`src/rtl/aif_pkg.sv`:
```
package aif_pkg;
  localparam int BYTE_W    = 8;
  localparam int ADDR_W    = 3;
  localparam int SW_BYTES  = 5;
  localparam int PAY_BYTES = 10;
  localparam int HDR_BYTES = 3;
  localparam int PKT_BYTES = HDR_BYTES + 1 + PAY_BYTES;
  localparam int IDX_W     = $clog2(PKT_BYTES);
  localparam int PAY_START = HDR_BYTES + 1;
  localparam int CA_SLOT   = 3;
  localparam int CTRL_ADDR = SW_BYTES;

  localparam logic [BYTE_W-1:0] HDR_TYPE  = 8'h84;
  localparam logic [BYTE_W-1:0] HDR_VER   = 8'h01;
  localparam logic [BYTE_W-1:0] HDR_LEN   = 8'h0A;
  localparam logic [BYTE_W-1:0] CA_FORCED = 8'h13;

  localparam int AUD_EN_BIT  = 5;
  localparam int AUD_RPT_BIT = 4;
  localparam int AVI_EN_BIT  = 1;
  localparam int AVI_RPT_BIT = 0;
  localparam logic [BYTE_W-1:0] CTRL_MASK =
    BYTE_W'((1 << AUD_EN_BIT) | (1 << AUD_RPT_BIT) | (1 << AVI_EN_BIT) | (1 << AVI_RPT_BIT));

  typedef struct packed {
    logic             latch;
    logic [IDX_W-1:0] idx;
  } seq_strobe_t;
endpackage

```
`src/rtl/aif_datapath.sv`:
```
module aif_datapath
  import aif_pkg::*;
(
  input  logic              clk,
  input  logic              rstN,
  input  logic              regWrEn,
  input  logic [ADDR_W-1:0] regAddr,
  input  logic [BYTE_W-1:0] regWrData,
  input  seq_strobe_t       strb,
  output logic [BYTE_W-1:0] byteOut
);
  localparam logic [BYTE_W-1:0] HDR_SUM = HDR_TYPE + HDR_VER + HDR_LEN;
  localparam logic [BYTE_W-1:0] ZERO_CHK = 8'h00 - HDR_SUM;

  logic [BYTE_W-1:0] payReg  [SW_BYTES];
  logic [BYTE_W-1:0] effByte [SW_BYTES];
  logic [BYTE_W-1:0] snap    [SW_BYTES];
  logic [BYTE_W-1:0] liveChk;
  logic [BYTE_W-1:0] snapChk;

  for (genvar g = 0; g < SW_BYTES; g++) begin : g_pay
    always_ff @(posedge clk) begin
      if (!rstN) payReg[g] <= '0;
      else if (regWrEn && regAddr == ADDR_W'(g)) payReg[g] <= regWrData;
    end

    if (g == CA_SLOT) begin : g_ca
      always_comb effByte[g] = (payReg[g] != '0) ? CA_FORCED : payReg[g];
    end else begin : g_plain
      always_comb effByte[g] = payReg[g];
    end

    always_ff @(posedge clk) begin
      if (!rstN) snap[g] <= '0;
      else if (strb.latch) snap[g] <= effByte[g];
    end
  end

  always_comb begin
    logic [BYTE_W-1:0] acc;
    acc = HDR_SUM;
    for (int k = 0; k < SW_BYTES; k++) acc = acc + effByte[k];
    liveChk = 8'h00 - acc;
  end

  always_ff @(posedge clk) begin
    if (!rstN) snapChk <= ZERO_CHK;
    else if (strb.latch) snapChk <= liveChk;
  end

  always_comb begin
    byteOut = '0;
    if (strb.idx == IDX_W'(0)) byteOut = HDR_TYPE;
    else if (strb.idx == IDX_W'(1)) byteOut = HDR_VER;
    else if (strb.idx == IDX_W'(2)) byteOut = HDR_LEN;
    else if (strb.idx == IDX_W'(HDR_BYTES)) byteOut = snapChk;
    for (int k = 0; k < SW_BYTES; k++)
      if (strb.idx == IDX_W'(PAY_START + k)) byteOut = snap[k];
  end

  // Sum of the latched packet, kept apart from the checksum path
  logic [BYTE_W-1:0] snapSum;
  always_comb begin
    snapSum = HDR_SUM + snapChk;
    for (int k = 0; k < SW_BYTES; k++) snapSum = snapSum + snap[k];
  end

  a_r4_sum_zero: assert property (@(posedge clk) disable iff (!rstN)
    snapSum == '0);
  a_r5_ca_coded: assert property (@(posedge clk) disable iff (!rstN)
    (snap[CA_SLOT] == '0) || (snap[CA_SLOT] == CA_FORCED));
  a_r11_snap_hold: assert property (@(posedge clk) disable iff (!rstN)
    !strb.latch |=> $stable(snapChk));
endmodule

```
`src/rtl/aif_seq.sv`:
```
module aif_seq
  import aif_pkg::*;
(
  input  logic              clk,
  input  logic              rstN,
  input  logic              regWrEn,
  input  logic [ADDR_W-1:0] regAddr,
  input  logic [BYTE_W-1:0] regWrData,
  input  logic              frameReq,
  input  logic              outReady,
  output seq_strobe_t       strb,
  output logic              outValid,
  output logic              outFirst,
  output logic              outLast,
  output logic [BYTE_W-1:0] ctrlState
);
  logic [BYTE_W-1:0] ctrlReg;
  logic              busy;
  logic [IDX_W-1:0]  idx;
  logic              ctrlWr, audEn, audRpt, startPkt, xfer, lastIdx;

  assign ctrlWr   = regWrEn && (regAddr == ADDR_W'(CTRL_ADDR));
  assign audEn    = ctrlReg[AUD_EN_BIT];
  assign audRpt   = ctrlReg[AUD_RPT_BIT];
  assign startPkt = frameReq && !busy && audEn;
  assign xfer     = busy && outReady;
  assign lastIdx  = (idx == IDX_W'(PKT_BYTES - 1));

  always_ff @(posedge clk) begin
    if (!rstN) begin
      ctrlReg <= '0;
    end else if (ctrlWr) begin
      ctrlReg <= regWrData & CTRL_MASK;
    end else if (startPkt && !audRpt) begin
      ctrlReg[AUD_EN_BIT] <= 1'b0;
    end
  end

  always_ff @(posedge clk) begin
    if (!rstN) begin
      busy <= 1'b0;
      idx  <= '0;
    end else if (startPkt) begin
      busy <= 1'b1;
      idx  <= '0;
    end else if (xfer) begin
      if (lastIdx) begin
        busy <= 1'b0;
        idx  <= '0;
      end else begin
        idx <= idx + 1'b1;
      end
    end
  end

  always_comb begin
    strb.latch = startPkt;
    strb.idx   = idx;
  end

  assign outValid  = busy;
  assign outFirst  = busy && (idx == '0);
  assign outLast   = busy && lastIdx;
  assign ctrlState = ctrlReg;

  a_r10_stall_hold: assert property (@(posedge clk) disable iff (!rstN)
    (outValid && !outReady) |=> (outValid && $stable(idx)));
  a_r7_once_clear: assert property (@(posedge clk) disable iff (!rstN)
    (startPkt && !audRpt && !ctrlWr) |=> !ctrlState[AUD_EN_BIT]);
  a_r9_start_gate: assert property (@(posedge clk) disable iff (!rstN)
    $rose(outValid) |-> ($past(frameReq) && $past(audEn)));
  a_r3_drop_after_last: assert property (@(posedge clk) disable iff (!rstN)
    (outLast && outReady) |=> !outValid);
  a_r8_repeat_keeps: assert property (@(posedge clk) disable iff (!rstN)
    (startPkt && audRpt && !ctrlWr) |=> $stable(ctrlState));
endmodule

```
`src/rtl/audio_infoframe_builder.sv`:
```
module audio_infoframe_builder
  import aif_pkg::*;
(
  input  logic              clk,
  input  logic              rstN,
  input  logic              regWrEn,
  input  logic [ADDR_W-1:0] regAddr,
  input  logic [BYTE_W-1:0] regWrData,
  output logic [BYTE_W-1:0] ctrlState,
  input  logic              frameReq,
  output logic              outValid,
  input  logic              outReady,
  output logic [BYTE_W-1:0] outData,
  output logic              outFirst,
  output logic              outLast
);
  seq_strobe_t strb;

  aif_seq u_seq (
    .clk(clk), .rstN(rstN), .regWrEn(regWrEn), .regAddr(regAddr),
    .regWrData(regWrData), .frameReq(frameReq), .outReady(outReady),
    .strb(strb), .outValid(outValid), .outFirst(outFirst),
    .outLast(outLast), .ctrlState(ctrlState)
  );

  aif_datapath u_dp (
    .clk(clk), .rstN(rstN), .regWrEn(regWrEn), .regAddr(regAddr),
    .regWrData(regWrData), .strb(strb), .byteOut(outData)
  );
endmodule

```
`config.mk`:
```
export PLATFORM = sky130hd
export DESIGN_NAME = audio_infoframe_builder
export DESIGN_NICKNAME = d
export VERILOG_FILES = /design/src/rtl/aif_pkg.sv /design/src/rtl/aif_datapath.sv /design/src/rtl/aif_seq.sv /design/src/rtl/audio_infoframe_builder.sv
export SDC_FILE = /design/constraint.sdc
export NUM_CORES = 1
export LEC_CHECK = 0
export BUFFER_PORTS_ARGS = -buffer_cell sky130_fd_sc_hd__buf_4
export CAP_MARGIN = 10
export CORE_ASPECT_RATIO = 1.1
export CORE_MARGIN = 4
export CORE_UTILIZATION = 41
export CTS_CLUSTER_DIAMETER = 30
export DETAILED_ROUTE_END_ITERATION = 10
export GPL_TIMING_DRIVEN = 0
export HOLD_SLACK_MARGIN = 0.05
export PLACE_DENSITY = 0.69
export SLEW_MARGIN = 20
export SYNTH_ARGS = -nofsm -noshare
export SYNTH_HDL_FRONTEND = slang
export SYNTH_HIERARCHICAL = 1
export SYNTH_SLANG_ARGS = --single-unit
```
`constraint.sdc`:
```
create_clock -name clk -period 11.3 [get_ports clk]
set_input_delay 2.26 -clock clk [delete_from_list [all_inputs] [get_ports clk]]
set_output_delay 2.26 -clock clk [all_outputs]
set_load 0.02 [all_outputs]
```
### Word-level counts from Yosys, hierarchy flattened

Memories as Yosys holds them, arrays and structs flattened.
Cells that the tools add are included.

* flip-flop bits (word level): 17
* RAM bits: 80
* memories: 2
* output and inout port bits: 19

Memories
* u_dp.payReg: depth 5, bits a word 8, read ports 5, clocked after Yosys merged registers in 0, wr ports 5, RTL line aif_datapath.sv:15 `logic [BYTE_W-1:0] payReg [SW_BYTES];`
* u_dp.snap: depth 5, bits a word 8, read ports 5, clocked after Yosys merged registers in 0, wr ports 5, RTL line aif_datapath.sv:17 `logic [BYTE_W-1:0] snap [SW_BYTES];`

* equality and inequality tests: 14
* reductions and logical operators: 22
* bitwise logic cells: 11
* $add $sub $neg: 7
* multiplexer cells: 45

Operators with widths (count)
* $mux W8: 20
* $add A8 B8 Y8: 4
* $mux W1: 24
* $eq A4 B3 Y1 const B: 4
* $logic_and A1 B1 Y1: 12
* $or A1 B1 Y1: 10
* $add A8 B8 Y8 const A: 1
* $eq A4 B2 Y1 const B: 2
* $eq A4 B4 Y1 const B: 2
* $reduce_bool A8 Y1: 1
* $sub A1 B8 Y8 const A: 1
* $eq A3 B2 Y1 const B: 2
* $eq A3 B3 Y1 const B: 2
* $reduce_bool A2 Y1: 3
* $add A4 B1 Y4 const B: 1
* $eq A4 B1 Y1 const B: 1
* $logic_not A4 Y1: 1
* $mux W4: 1
* $eq A3 B1 Y1 const B: 1
* $logic_not A3 Y1: 1
* $logic_not A1 Y1: 2
* $reduce_and A2 Y1: 1
* $reduce_or A2 Y1: 1
* $not A1 Y1: 1

### Depth between registers and ports, before layout

Gate-level depths: netlist (run 1).

* depth in word-level cells: 10
* mapped depth: 13

### Modules after synthesis

The synthesis (run 1) kept the hierarchy.

By module, submodules not included
* aif_datapath: area an instance 4623.2 µm², times used 1, cells an instance 375, seq. area each 2562.5 µm²
* aif_seq: area an instance 447.9 µm², times used 1, cells an instance 47, seq. area each 180.2 µm²

### Least setup slack after synthesis (run 1)

OpenSTA, ideal clock, no wires.

* path type: input-to-reg
* start point: in frameReq
* end point: mem u_dp.snap[0][0], enable pin
* setup time: 404 ps
* data required time: 10896 ps
* stages on the path: 6
* setup slack: 6942 ps
* arrival: 3954 ps
* cell sequence: nand3b_1 -> inv_1 -> buf_4 -> buf_2 -> buf_2 -> nand2b_1

RTL lines
* start: declaration: RTL line audio_infoframe_builder.sv:10 `input logic frameReq,`
* end: declaration: RTL line aif_datapath.sv:17

### Final worst setup path (run 1)

* start point: reg u_seq.idx[1]
* end point: out outData[3]

* cells in the longest elaborated chain, start to end: 10
* elaborated cells between the ends (all ways): 18

RTL lines
* start: declaration: RTL line aif_seq.sv:19 `logic [IDX_W-1:0] idx;`
* start signal: assignment: RTL line aif_seq.sv:51 `idx <= idx + 1'b1;`
* $eq A4 B2 Y1: RTL line aif_datapath.sv:56 `else if (strb.idx == IDX_W'(HDR_BYTES)) byteOut = snapChk;`
* $mux W8: RTL line aif_datapath.sv:56
* $mux W8: RTL line aif_datapath.sv:55 `else if (strb.idx == IDX_W'(2)) byteOut = HDR_LEN;`
* $mux W8: RTL line aif_datapath.sv:54 `else if (strb.idx == IDX_W'(1)) byteOut = HDR_VER;`
* $mux W8: RTL line aif_datapath.sv:53 `if (strb.idx == IDX_W'(0)) byteOut = HDR_TYPE;`
* $mux W8 (4 in a row): RTL line aif_datapath.sv:58 `if (strb.idx == IDX_W'(PAY_START + k)) byteOut = snap[k];`
* $mux W8 (*): RTL line aif_datapath.sv:58
* end: declaration: RTL line audio_infoframe_builder.sv:13 `output logic [BYTE_W-1:0] outData,`

Mark *: on every way between the ends. The rest lies on a longest branch, timed or not.

==> reports/summary.md, run 1 <==
* **gr ovfl total** 0
* **Arrival @ worst endpoint** 2.06 ns
* **number of nets in the layout** 523
* **combinational power share** 19.8%
* **Worst setup SP type** flop
* **maximum clock frequency** 231 MHz
* **deepest clock path buffer count** 2
* **CTS tree** done
* **ys flop type** edfxtp_1
* **clock transition at the registers of the reported paths** 0.06 ns
* **chip height** 125 um
* **boundary pin count** 35
* **largest area contributor in the netlist** edfxtp_1
* **Mean Syn Cell Area** 12.0 sq um
* **worst supply voltage drop on vdd** 0.0948 mV
* **Worst path slowest cell** dfxtp_1
* **antenna violations before repair** 0
* **Tot GR Track Use** 15.8%
* **xor-xnor portion of the synthesized cell area** 1.73%
* **Num CTS Buffers** 9
* **top cells by area, synth** edfxtp_1 47%, fa_1 7.9%, dfxtp_1 6.7%, and2_1 5.1%, ha_1 3.2%
* **yosys synthesis warning count** 6
* **drc violations** 0
* **count of buffers from port buffering** 30
* **Synth Area in Simple Gates** 16.4%
* **total power density per cell area** 148 nW/um^2
* **final hold vios** 0
* **# clock sinks** 97
* **number of rows created at floorplan** 42
* **commonest non-fill, non-tap cells in the layout** 80 x edfxtp_1, 41 x and2_1, 38 x inv_1
* **Clock Latency Late Sink** 0.34 ns
* **Std-Cell Core Area** 12100 sq um
* **fraction of the cycle the final worst path needs** 38.3%
* **count of hold buffers inserted by post-cts repair** 0
* **number of buffers inserted by post-CTS setup repair** 0
* **die area** 14200 sq um
* **H-Tree Depth** 3
* **post-route ant nets** 0
* **setup violators final** 0
* **Layout Area Growth over Synthesis** 15.2%
* **sequential area share after synthesis** 54.1%
* **final core area utilization** 48.3%
* **dominant combinational cell family by area after synthesis** simple AND/OR/NAND/NOR gates
* **smallest hold slack** 0.490 ns
* **number of unique standard cell types used by synthesis** 53
* **GP Congestion** 0.831
* **number of storage elements in the synthesis netlist** 97
* **area of the multi-input gates** 2110 sq um
* **EDFF count, synth** 80
* **area share of the largest cell type after synthesis** 47.4%
* **arithmetic-cell share of the synthesized area counting full adders, half adders and majority gates** 11.1%
* **maximum fanout count along the critical path** 13
* **max-slew violation total from the final report** 0
* **outcome** completed
* **endpoint required time on the critical path** 9.04 ns
* **Net Switching** 0.230 mW
* **Clock power frac** 32.5%
* **first-pass GRT wire length** 17600 um
* **total via count after detailed routing** 3163
* **compound-gate portion of the synthesized area** 8.04%
* **delay of the slowest critical-path stage** 0.56 ns
* **Tightest Pin Transition** 1.02 ns
* **class of the tightest hold or removal check** reg -> reg
* **fraction of synthesized area in multiplexers** 3.08%
* **drt via density** 5.00
* **worst slack at placement** 7.12 ns
* **initial standard-cell utilization of the core** 42.0%
* **most common cell after layout, fill and taps aside** edfxtp_1
* **setup repair after global routing missed its margin** no
* **number of instances in the synthesized netlist** 422
* **Final HPWL DP** 8290 um
* **fill cell total of the finished layout** 1106
* **switching part of the total power** 26.7%
* **number of buffer and inverter stages on the critical path** 2
* **WL per Instance** 16.7 um
* **Worst Path Class, Setup** reg -> out
* **Worst Slack Setup Final** 6.98 ns
* **headroom to the max-slew limit** 31.0%
* **die width** 114 um
* **first-pass detailed-route iteration total** 4
* **cell-by-cell listing of the critical path** clkbuf_1, a21oi_1, o41ai_1, buf_4
* **Total Wirelength** 10600 um
* **area taken by flip-flops and latches** 2740 sq um
* **internal power summed over all cells** 0.632 mW
* **Critical Path Sink Type** primary output
* **share of async-settable or async-resettable flops after synthesis** 0%
* **Final Critical Period** 4.32 ns
* **detailed router's first-iteration violation count** 179
* **ratio of cells with drive above 1 in the final layout** 14.4%
* **maximum capacitance violations** 0
* **Seq pwr share** 47.7%
* **Resized Gates After CTS** 0
* **diode insertion count for antenna repair** 0
* **Fin Clk Skew** 0.00548 ns
* **kind of cell with the highest combined delay on the critical path** buffers and inverters
* **number of global-route vias before repair** 3360
* **maximum number of pins on one net before global-route repair** 26
* **Mapped Area** 5070 sq um
* **static leakage** 2.42 nW
* **Root Driver** clkbuf_16
* **summed negative setup slack over all endpoints** 0 ns
[layer usage]
metal  GRT usage [%]  part of all wire, %
met2            27.1                   53
met1            20.3                   44
met3            2.38                  2.9
met5               0                    0
met4            5.31                 0.70
[cells in the mapped netlist, types with 3 or more instances]
library cell   n
a211oi_1       9
a21o_1         6
a21oi_1        6
a22oi_1        4
and2_1        41
and3_1        22
buf_2          5
buf_4          7
clkbuf_1       7
conb_1         3
dfxtp_1       17
edfxtp_1      80
fa_1          20
ha_1          13
inv_1         38
mux2_1         5
mux2i_1       10
nand2_1       23
nand2b_1       6
nor2_1        20
nor2b_1       16
o21ai_0        9
o21ai_1        4
o31ai_1        6
xnor2_1        8
[worst reg2reg max path, stage by stage (launching register included)]
cell and delay, ns:
edfxtp_1 0.37, nor4_1 0.44, nand2_1 0.20, fa_1 0.51
fa_1 0.42, fa_1 0.52, inv_1 0.05, ha_1 0.25
fa_1 0.42, a21o_1 0.18, a21oi_1 0.20, xnor2_1 0.10
mux2i_1 0.14, nand2_1 0.06
[final timing paths]
path | start | endpoint | slack, ns | cells past startpoint
max | u_seq/idx[1]$_SDFFE_PP0P_ | outData[3] | 6.98 | 4
min | u_dp/snapChk[6]$_SDFFE_PN1P_ | u_dp/snapChk[6]$_SDFFE_PN1P_ | 0.49 | 2
max reg2reg | u_dp/payReg[3][0]$_SDFFCE_PN0P_ | u_dp/snapChk[6]$_SDFFE_PN1P_ | 7.32 | 13
min reg2reg | u_dp/snapChk[6]$_SDFFE_PN1P_ | u_dp/snapChk[6]$_SDFFE_PN1P_ | 0.49 | 2
[cell families (layout without fill, tap and decap cells)]
| logic type | Yosys count | in the layout |
|---|---|---|
| buffers and inverters | 61 | 108 |
| xor gates and xnor gates | 10 | 10 |
| AOI/OAI and AO/OA | 58 | 58 |
| other | 3 | 13 |
| adders and majority gates | 33 | 33 |
| muxes | 15 | 15 |
| and+or+nand+nor | 145 | 145 |
| DFF | 97 | 97 |
[final cells by class]
type	instances	area share (%)
plain buffers	22	2.10
clock buffers	11	4.16
clock inverters	5	0.536
inverters	39	2.51
multi-input cells	274	36.1
flip-flops and latches	97	47.0
well taps	154	3.30
repair buffers	31	4.33
[per-stage QoR]
step / total power, mW / instance area, sq um / std cells
after CTS: 0.868 / 5840 / 633
after floorplan: 0.541 / 5110 / 432
after global routing: 0.908 / 5840 / 633
after detailed placement: 0.589 / 5570 / 617
final: 0.862 / 5840 / 633
after global placement: 0.579 / 5530 / 616
[sequential cells by signal, indices dropped and copies added, names as in the netlist]
register / flops
u_dp/payReg: 40
u_dp/snap: 40
u_dp/snapChk: 8
u_seq/ctrlState: 4
u_seq/idx: 4
u_seq/outValid: 1
[power groups by stage]
stage / clock network [mW] / logic (mW) / registers [mW]
finish: 0.280 / 0.171 / 0.411
floorplan: 0 / 0.125 / 0.417
detailed placement: 0 / 0.170 / 0.419
global route: 0.300 / 0.195 / 0.413
CTS: 0.285 / 0.171 / 0.411
global placement: 0 / 0.160 / 0.418
Power figures use the tool's default switching activity.
==> run 2: changes to the inputs <==
Settings changed: ABC_AREA set to 1.
Clock period 11.3 ns to 4.38 ns, I/O delays scaled along.
==> reports/summary.md, run 2 <==
* **switching part of the total power** 27.7%
* **most used standard cell by instance count after synthesis** nor2_1
* **Clock power frac** 32.6%
* **area of the multi-input gates** 1980 sq um
* **CTS tree** done
* **Net Switching** 0.641 mW
* **number of global-route vias before repair** 3563
* **number of instances in the synthesized netlist** 558
* **drc violations** 0
* **Routed met3 length** 352 um
* **die area** 14500 sq um
* **top routing layer in use** met4
* **number of unique standard cell types used by synthesis** 33
* **WL per Instance** 12.9 um
* **Clock Latency Late Sink** 0.34 ns
* **total via count after detailed routing** 3579
* **worst supply voltage drop on vdd** 0.215 mV
* **Layout Area Growth over Synthesis** 14.9%
* **setup violators final** 0
* **Tot GR Track Use** 14.7%
* **boundary pin count** 35
* **yosys synthesis warning count** 6
* **Arrival @ worst endpoint** 4.11 ns
* **number of buffers inserted by post-CTS setup repair** 0
* **Root Driver** clkbuf_16
* **GP Congestion** 0.848
* **top flop regs** u_dp/payReg (40), u_dp/snap (40), u_dp/snapChk (8)
* **internal power summed over all cells** 1.67 mW
* **number of nets in the layout** 659
* **commonest non-fill, non-tap cells in the layout** 110 x nor2_1, 104 x inv_1, 103 x nand2_1
* **Mean Syn Cell Area** 9.25 sq um
* **ratio of cells with drive above 1 in the final layout** 13.5%
* **WL met2** 5210 um
* **smallest hold slack** 0.461 ns
* **final hold vios** 0
* **# clock sinks** 97
* **chip height** 126 um
* **count of buffers from port buffering** 30
* **first-pass detailed-route iteration total** 5
* **fraction of the cycle the final worst path needs** 87.3%
* **max-slew violation total from the final report** 0
* **deepest clock path buffer count** 2
* **outcome** completed
* **maximum clock frequency** 261 MHz
* **die width** 115 um
* **post-route ant nets** 0
* **clock transition at the registers of the reported paths** 0.07 ns
* **gr ovfl total** 0
* **Worst setup SP type** flop
* **number of instances on the worst hold path** 2
* **Critical Path Sink Type** flop
* **Total Wirelength** 9950 um
* **Fin Clk Skew** 0.00962 ns
* **detailed router's first-iteration violation count** 198
* **static leakage** 2.75 nW
* **most common cell after layout, fill and taps aside** nor2_1
* **fill cell total of the finished layout** 1153
* **Final HPWL DP** 7960 um
* **summed negative setup slack over all endpoints** 0 ns
* **maximum fanout count along the critical path** 6
* **sequential area share after synthesis** 53.1%
* **maximum number of pins on one net before global-route repair** 37
* **Mapped Area** 5160 sq um
* **H-Tree Depth** 3
* **Final Critical Period** 3.82 ns
* **top cells by area, synth** edfxtp_1 47%, nor2_1 8.0%, fa_1 7.8%, inv_1 7.6%, nand2_1 7.5%
* **number of storage elements in the synthesis netlist** 97
* **initial standard-cell utilization of the core** 42.3%
* **setup repair after global routing missed its margin** no
* **area share of the largest cell type after synthesis** 46.5%
* **endpoint required time on the critical path** 4.67 ns
* **total power density per cell area** 390 nW/um^2
* **Post-synth top cells** 110 x nor2_1, 105 x inv_1, 103 x nand2_1, 80 x edfxtp_1, 20 x fa_1
* **first-pass GRT wire length** 16800 um
* **ys flop type** edfxtp_1
* **diode insertion count for antenna repair** 0
* **number of rows created at floorplan** 42
* **cell depth of the worst flop-to-flop path** 15
* **EDFF count, synth** 80
* **share of async-settable or async-resettable flops after synthesis** 0%
* **area taken by flip-flops and latches** 2740 sq um
* **length of routed wiring on met1** 4190 um
* **Worst Path Class, Setup** reg -> reg
* **Resized Gates After CTS** 0
* **Seq pwr share** 46.1%
* **largest area contributor in the netlist** edfxtp_1
* **maximum capacitance violations** 0
* **combinational power share** 21.3%
* **count of hold buffers inserted by post-cts repair** 0
* **class of the tightest hold or removal check** reg -> reg
* **Std-Cell Core Area** 12200 sq um
* **drt via density** 4.65
* **Num CTS Buffers** 9
* **antenna violations before repair** 0
run 2: area by class of cell:
cell class	count	area share (%)
repair buffers	31	4.13
inverters	113	7.17
well taps	154	3.25
clock inverters	4	0.443
flip-flops and latches	97	46.2
plain buffers	9	0.907
clock buffers	12	4.51
multi-input cells	349	33.3
run 2: cell families (layout without fill, tap and decap cells):
logic type	count (synthesis)	after routing	share of synthesized area (%)
and+or+nand+nor	266	266	22.4
buffers and inverters	122	169	9.28
DFF	97	97	53.1
AOI/OAI and AO/OA	35	35	3.71
adders and majority gates	33	33	10.9
other	3	13	0.218
xor gates and xnor gates	2	2	0.339
run 2: metal layers:
layer | vias to the layer above | track usage (%)
li1 | 1842 | -
met5 | - | 0
met2 | 76 | 26.3
met1 | 1643 | 17.4
met3 | 18 | 2.64
met4 | 0 | 5.18
run 2: final timing paths:
path,to,slack (ns),startpoint
worst min-delay path,u_dp/snapChk[7]$_SDFFE_PN0P_,0.46,u_dp/snapChk[7]$_SDFFE_PN0P_
worst max register to register,u_dp/snapChk[7]$_SDFFE_PN0P_,0.56,u_dp/payReg[3][4]$_SDFFCE_PN0P_
worst max-delay path,u_dp/snapChk[7]$_SDFFE_PN0P_,0.56,u_dp/payReg[3][4]$_SDFFCE_PN0P_
worst min register to register,u_dp/snapChk[7]$_SDFFE_PN0P_,0.46,u_dp/snapChk[7]$_SDFFE_PN0P_
run 2: critical path, cell delays in order (launching register included):
cell and delay [ns]:
edfxtp_1 0.36, nor2_1 0.11, inv_1 0.07, nor4_4 0.44, inv_1 0.13, fa_1 0.54
fa_1 0.44, fa_1 0.54, inv_1 0.04, ha_1 0.35, a21oi_1 0.22, nand2b_1 0.13
nand3_1 0.11, nand3_1 0.12, nand3_1 0.11, nand2_1 0.07
run 2: metrics by stage:
step / setup slack (ns) / area, sq um / std cells / utilization (%) / power [mW]
after floorplan: 0.962 / 5200 / 568 / - / 1.45
after global placement: 0.566 / 5620 / 752 / 46.1 / 1.56
after detailed placement: 0.532 / 5640 / 753 / 46.2 / 1.58
after CTS: 0.520 / 5930 / 769 / 48.7 / 2.33
after global routing: 0.338 / 5930 / 769 / 48.7 / 2.45
final: 0.556 / 5930 / 769 / 48.7 / 2.31
run 2: power groups by stage:
stage	Combinational, mW	Clock (mW)	Sequential [mW]
after floorplan	0.370	0	1.08
after global placement	0.472	0	1.08
after detailed placement	0.491	0	1.09
after CTS	0.495	0.769	1.07
after global routing	0.575	0.809	1.07
final	0.492	0.754	1.07
